## src/rtl/sctx_pkg.sv

```systemverilog
package sctx_pkg;
   typedef enum logic [1:0] {
      ST_IDLE = 2'd0,
      ST_ARM  = 2'd1,
      ST_RUN  = 2'd2
   } tx_state_e;
endpackage

```

## src/rtl/sctx_clkgen.sv

```systemverilog
module sctx_clkgen #(
   parameter int HALF_DIV    = 4,
   parameter int SYNC_STAGES = 2
) (
   input  logic clk,
   input  logic rst_n,
   input  logic ext_mode,
   input  logic sclk_in,
   input  logic start,
   input  logic busy,
   output logic fall_ev,
   output logic sclk_out
);
   localparam int CNT_W = (HALF_DIV > 1) ? $clog2(HALF_DIV) : 1;

   initial begin
      assert (HALF_DIV >= 1) else $fatal(1, "HALF_DIV must be at least 1");
      assert (SYNC_STAGES >= 2) else $fatal(1, "SYNC_STAGES must be at least 2");
   end

   logic half_tick;
   logic ph_q;

   generate
      if (HALF_DIV == 1) begin : g_div_bypass
         assign half_tick = busy;
      end else begin : g_div_cnt
         localparam logic [CNT_W-1:0] LAST = CNT_W'(HALF_DIV - 1);
         logic [CNT_W-1:0] cnt_q;
         always_ff @(posedge clk or negedge rst_n) begin
            if (!rst_n)                cnt_q <= '0;
            else if (start || !busy)   cnt_q <= '0;
            else if (cnt_q == LAST)    cnt_q <= '0;
            else                       cnt_q <= cnt_q + 1'b1;
         end
         assign half_tick = busy && (cnt_q == LAST);
      end
   endgenerate

   logic int_tick;
   assign int_tick = half_tick && !ext_mode;

   always_ff @(posedge clk or negedge rst_n) begin
      if (!rst_n)        ph_q <= 1'b1;
      else if (start)    ph_q <= 1'b0;
      else if (int_tick) ph_q <= ~ph_q;
   end

   logic [SYNC_STAGES-1:0] sync_q;
   logic                   prev_q;

   always_ff @(posedge clk or negedge rst_n) begin
      if (!rst_n) sync_q[0] <= 1'b1;
      else        sync_q[0] <= sclk_in;
   end

   generate
      for (genvar s = 1; s < SYNC_STAGES; s++) begin : g_sync
         always_ff @(posedge clk or negedge rst_n) begin
            if (!rst_n) sync_q[s] <= 1'b1;
            else        sync_q[s] <= sync_q[s-1];
         end
      end
   endgenerate

   always_ff @(posedge clk or negedge rst_n) begin
      if (!rst_n) prev_q <= 1'b1;
      else        prev_q <= sync_q[SYNC_STAGES-1];
   end

   logic ext_fall;
   logic int_fall;
   assign ext_fall = prev_q && !sync_q[SYNC_STAGES-1];
   assign int_fall = int_tick && ph_q;

   assign fall_ev  = ext_mode ? ext_fall : int_fall;
   assign sclk_out = ext_mode || ph_q || !busy;
endmodule

```

## src/rtl/sctx_shifter.sv

```systemverilog
module sctx_shifter
   import sctx_pkg::*;
#(
   parameter int DATA_W = 8
) (
   input  logic              clk,
   input  logic              rst_n,
   input  logic              ext_mode,
   input  logic              fall_ev,
   input  logic              empty,
   input  logic [DATA_W-1:0] tdr,
   output logic              take,
   output logic              start,
   output logic              last_ev,
   output logic              busy,
   output logic              sdata
);
   localparam int IDX_W = $clog2(DATA_W);
   localparam logic [IDX_W-1:0] LAST_IDX = IDX_W'(DATA_W - 1);

   initial begin
      assert (DATA_W >= 2) else $fatal(1, "DATA_W must be at least 2");
   end

   tx_state_e         state_q, state_n;
   logic [DATA_W-1:0] tsr_q, tsr_n;
   logic [IDX_W-1:0]  idx_q, idx_n;
   logic              sd_q, sd_n;

   always_comb begin
      state_n = state_q;
      tsr_n   = tsr_q;
      idx_n   = idx_q;
      sd_n    = sd_q;
      take    = 1'b0;
      start   = 1'b0;
      last_ev = 1'b0;
      unique case (state_q)
         ST_IDLE: begin
            if (!empty) begin
               take    = 1'b1;
               start   = !ext_mode;
               tsr_n   = tdr >> 1;
               sd_n    = tdr[0];
               idx_n   = '0;
               state_n = ext_mode ? ST_ARM : ST_RUN;
            end
         end
         ST_ARM: begin
            if (fall_ev) state_n = ST_RUN;
         end
         ST_RUN: begin
            if (fall_ev) begin
               if (idx_q != LAST_IDX) begin
                  sd_n    = tsr_q[0];
                  tsr_n   = tsr_q >> 1;
                  idx_n   = idx_q + 1'b1;
                  last_ev = (idx_q + 1'b1) == LAST_IDX;
               end else if (!empty) begin
                  take  = 1'b1;
                  tsr_n = tdr >> 1;
                  sd_n  = tdr[0];
                  idx_n = '0;
               end else begin
                  state_n = ST_IDLE;
               end
            end
         end
         default: state_n = ST_IDLE;
      endcase
   end

   always_ff @(posedge clk or negedge rst_n) begin
      if (!rst_n) begin
         state_q <= ST_IDLE;
         tsr_q   <= '0;
         idx_q   <= '0;
         sd_q    <= 1'b1;
      end else begin
         state_q <= state_n;
         tsr_q   <= tsr_n;
         idx_q   <= idx_n;
         sd_q    <= sd_n;
      end
   end

   assign busy  = state_q != ST_IDLE;
   assign sdata = sd_q;
endmodule

```

## src/rtl/sctx_flags.sv

```systemverilog
module sctx_flags #(
   parameter int DATA_W = 8
) (
   input  logic              clk,
   input  logic              rst_n,
   input  logic              wr_en,
   input  logic [DATA_W-1:0] wr_data,
   input  logic              flag_clr,
   input  logic              take,
   input  logic              last_ev,
   input  logic              tx_int_en,
   input  logic              end_int_en,
   output logic [DATA_W-1:0] tdr,
   output logic              empty,
   output logic              tx_end,
   output logic              txi_req,
   output logic              tei_req
);
   logic [DATA_W-1:0] tdr_q;
   logic              empty_q;
   logic              end_q;

   always_ff @(posedge clk or negedge rst_n) begin
      if (!rst_n)     tdr_q <= '0;
      else if (wr_en) tdr_q <= wr_data;
   end

   always_ff @(posedge clk or negedge rst_n) begin
      if (!rst_n)        empty_q <= 1'b1;
      else if (take)     empty_q <= 1'b1;
      else if (flag_clr) empty_q <= 1'b0;
   end

   always_ff @(posedge clk or negedge rst_n) begin
      if (!rst_n)                  end_q <= 1'b1;
      else if (flag_clr)           end_q <= 1'b0;
      else if (last_ev && empty_q) end_q <= 1'b1;
   end

   assign tdr     = tdr_q;
   assign empty   = empty_q;
   assign tx_end  = end_q;
   assign txi_req = empty_q && tx_int_en;
   assign tei_req = end_q && end_int_en;
endmodule

```

## src/rtl/sctx_serial_tx.sv

```systemverilog
module sctx_serial_tx #(
   parameter int DATA_W      = 8,
   parameter int HALF_DIV    = 4,
   parameter int SYNC_STAGES = 2
) (
   input  logic              clk,
   input  logic              rst_n,
   input  logic              wr_en,
   input  logic [DATA_W-1:0] wr_data,
   input  logic              flag_clr,
   input  logic              tx_int_en,
   input  logic              end_int_en,
   input  logic              ext_mode,
   input  logic              sclk_in,
   output logic              sclk_out,
   output logic              sdata_out,
   output logic              empty_flag,
   output logic              end_flag,
   output logic              txi_req,
   output logic              tei_req
);
   logic [DATA_W-1:0] tdr;
   logic take, start, last_ev, busy, fall_ev;

   sctx_flags #(.DATA_W(DATA_W)) u_flags (
      .clk        (clk),
      .rst_n      (rst_n),
      .wr_en      (wr_en),
      .wr_data    (wr_data),
      .flag_clr   (flag_clr),
      .take       (take),
      .last_ev    (last_ev),
      .tx_int_en  (tx_int_en),
      .end_int_en (end_int_en),
      .tdr        (tdr),
      .empty      (empty_flag),
      .tx_end     (end_flag),
      .txi_req    (txi_req),
      .tei_req    (tei_req)
   );

   sctx_shifter #(.DATA_W(DATA_W)) u_shift (
      .clk      (clk),
      .rst_n    (rst_n),
      .ext_mode (ext_mode),
      .fall_ev  (fall_ev),
      .empty    (empty_flag),
      .tdr      (tdr),
      .take     (take),
      .start    (start),
      .last_ev  (last_ev),
      .busy     (busy),
      .sdata    (sdata_out)
   );

   sctx_clkgen #(.HALF_DIV(HALF_DIV), .SYNC_STAGES(SYNC_STAGES)) u_clk (
      .clk      (clk),
      .rst_n    (rst_n),
      .ext_mode (ext_mode),
      .sclk_in  (sclk_in),
      .start    (start),
      .busy     (busy),
      .fall_ev  (fall_ev),
      .sclk_out (sclk_out)
   );
endmodule

```

## config.mk

```make
export PLATFORM = sky130hd
export DESIGN_NAME = sctx_serial_tx
export DESIGN_NICKNAME = d
export VERILOG_FILES = /design/src/rtl/sctx_pkg.sv /design/src/rtl/sctx_clkgen.sv /design/src/rtl/sctx_shifter.sv /design/src/rtl/sctx_flags.sv /design/src/rtl/sctx_serial_tx.sv
export SDC_FILE = /design/constraint.sdc
export NUM_CORES = 1
export LEC_CHECK = 0
export CAP_MARGIN = 20
export CORE_MARGIN = 5
export CORE_UTILIZATION = 53
export DETAILED_ROUTE_END_ITERATION = 10
export PLACE_DENSITY = 0.79
export SLEW_MARGIN = 20
export SYNTH_ARGS = -nofsm -noshare
export SYNTH_HDL_FRONTEND = slang
export SYNTH_HIERARCHICAL = 1
export SYNTH_SLANG_ARGS = --single-unit
```

## constraint.sdc

```tcl
create_clock -name clk -period 2.4 [get_ports clk]
set_input_delay 0.36 -clock clk [delete_from_list [all_inputs] [get_ports clk]]
set_output_delay 0.36 -clock clk [all_outputs]
set_load 0.005 [all_outputs]
```

==> results.yml <==
route:
  remaining_drc_errors: 0
  wire_per_inst_um: 15.0
  post_drt_via_cell_ratio: 5.53
  routed_wl_um: 2730
  vias: 1007
  drtIter0Drc: 27
  firstDrtPassIters: 4
  postRouteAntennaNets: 0
placement:
  port_buffers: 21
  dp_hpwl_um: 1970
  place.gp.congestion: 0.769
  postPlaceCellArea_mm2: 0.00175
floorplanning:
  rows: 19
  io-pin-count: 22
  die_area_mm2: 0.00406
  coreArea_mm2: 0.00276
  die_w_um: 63.7
  start_util_pct: 55.4
  die_y_um: 63.7
critical_path:
  start_kind: "flop"
  rrSetupSlack_ps: 500
  critPathSlowestCell: "dfrtp_1"
  crit_family: "simple AND/OR/NAND/NOR gates"
  arrival_ps: 1860
  cp_cell_sequence: "or2_2 > or3b_1 > clkdlybuf4s50_1"
  slowest_delay_ps: 540
  crit_type: "flop to primary output"
  critPathBufInv: 1
  cp.required_ps: 2040
  worstPathMaxFanout: 11
  end_kind: "primary output"
sta:
  report.final.slew_viol_count: 0
  max_slew_margin_pct: 63.5
  finClkSkew_ps: 7.52
  worst_pin_slew_ps: 543
  finalHoldViolations: 0
  min_period_ps: 2220
  fmax_mhz: 450
  rsz0062_at_grt: "no"
  setup_viol: 0
  setup_tns_ps: 0
  period_share_pct: 92.7
grt:
  grt_first_pass_wirelength_um: 4620
  grt_max_degree: 31
  first_global_vias: 1024
  antenna_found_initial: 0
  gr-usage-all-layers_pct: 14.8
  overflow: 0
clocking:
  cts.repair.resized: 0
  cts.reportedPaths.clkPinSlew_ps: 90
  cts_tree: "done"
  cts_made_buffers: 5
  htreeDepth: 2
  cts_buffer_depth: 2
  clock_latency_ps: 330
  cts.sinks: 30
  hold_buffers: 0
  cts-root-buf: "clkbuf_4"
  cts_setup_buffers: 0
yosys:
  synth-async-reset-ratio_pct: 100
  synth_nets: 144
  synth_compound_area_share_pct: 11.1
  synth_area_mm2: 0.00153
  synth_most_common_cell: "dfrtp_1"
  synth-xor-area-share_pct: 0
  synth_top_area_share_pct: 37.6
  ys_top_cells_by_area: "dfrtp_1, dfstp_2, mux2_4"
  synth_commonest_cells: "dfrtp_1, mux2_4, inv_1, mux2i_1, or2_2"
  yosys.area.top_type: "dfrtp_1"
  synth_edf_count: 0
  yosysWarnings: 6
  yosysSeqAreaShare_pct: 49.7
  synth.distinct_cells: 33
  yosys.area_share.simple_pct: 15.5
  synthCells: 123
  ys.flop_type: "dfrtp_1"
  synth_top_family_by_area: "simple AND/OR/NAND/NOR gates"
  synthAdderAreaFrac_pct: 4.09
  synth-seq-cells: 30
  synth_mux_area_share_pct: 14.1
  avgSynthCellArea_um2: 12.4
final_layout:
  nNetsFinal: 171
  regArea_um2: 759
  fill_cells: 228
  multi_input_area_um2: 684
  syn2layout_area_growth_pct: 18.8
  antenna_cells: 0
  final_cell_area_mm2: 0.00182
  drive_above_1_share_pct: 26.5
pwr:
  p_leak_nw: 0.805
  p_per_area_mw_per_mm2: 1020
  vdd.ir_drop.worst_mv: 0.761
hold_path:
  hp-class: "flop to flop"
flow_run:
  maxCapViolations: 0
outcome:
  status: "completed"
==> report_power, final <==
group          total (W)  leakage (nW)  internal, W  switching [W]
clock           0.000313        0.0343     0.000141       0.000173
combinational   0.000751         0.427     0.000424       0.000327
sequential      0.000797         0.344     0.000666       0.000131
total            0.00186         0.805      0.00123       0.000630
==> worst paths after layout <==
check	from	end	cells past startpoint
setup reg to reg	u_shift/idx_q[0]	u_shift/tsr_q[5]	6
min in group asynchronous	rst_n	u_shift/state_q[1]	2
hold reg to reg	u_clk/sync_q[0]	u_clk/sync_q[1]	0
hold / removal	u_clk/sync_q[0]	u_clk/sync_q[1]	0
max in group asynchronous	rst_n	u_flags/empty	2
setup / recovery	u_shift/state_q[1]	sclk_out	3
==> routing by layer <==
layer | GRT usage [%] | wire length, µm | up-vias
met5 | 0 | 0 | -
met4 | 7.53 | 38 | 0
met3 | 5.51 | 160 | 6
met2 | 21.7 | 1290 | 24
met1 | 19.0 | 1240 | 491
li1 | - | - | 486
==> logic make-up (layout without fill, tap and decap cells) <==
family	Yosys count	count (layout)
AO/OA/AOI/OAI	22	22
buffers and inverters	13	41
adder cells (fa/ha/maj)	5	5
flip-flops	30	30
AND/OR/NAND/NOR	36	36
multiplexers	17	17
==> area by class of cell <==
cell class	instances	area share, %
tap	31	2.13
multi-input combinational	80	37.7
sequential	30	41.8
clock buffer	6	2.82
inverter	8	1.65
clock inverter	2	0.689
timing repair buffer	25	13.2
==> metrics by stage <==
| stage | util (%) | hold slack (ps) | total power, W | worst slack [ps] | instances |
|---|---|---|---|---|---|
| finish | 65.9 | 363 | 0.00186 | 176 | 182 |
| detailed placement | 63.6 | 352 | 0.00156 | 270 | 174 |
| global placement | 63.6 | 350 | 0.00152 | 349 | 174 |
| floorplan | - | 64.4 | 0.00138 | 427 | 123 |
| CTS | 65.9 | 367 | 0.00188 | 149 | 182 |
| global route | 65.9 | 372 | 0.00201 | 43.6 | 182 |
==> sequential cells by signal (all words and copies together), names as in the netlist, 2 cells and up <==
name / cells
u_flags/tdr: 8
u_shift/tsr_q: 8
u_shift/idx_q: 3
u_clk/g_div_cnt.cnt_q: 2
u_clk/sync_q: 2
u_shift/state_q: 2
==> layout by cell type (no fill, tap or decap), types with 5 or more instances in the layout <==
master / count
mux2i_1: 8
inv_1: 8
ha_1: 5
clkbuf_4: 5
or2_2: 8
dfrtp_1: 23
a2bb2oi_1: 7
dfstp_2: 7
mux2_4: 9
nor2_1: 7
clkdlybuf4s50_1: 21
Power figures use the tool's default switching activity.
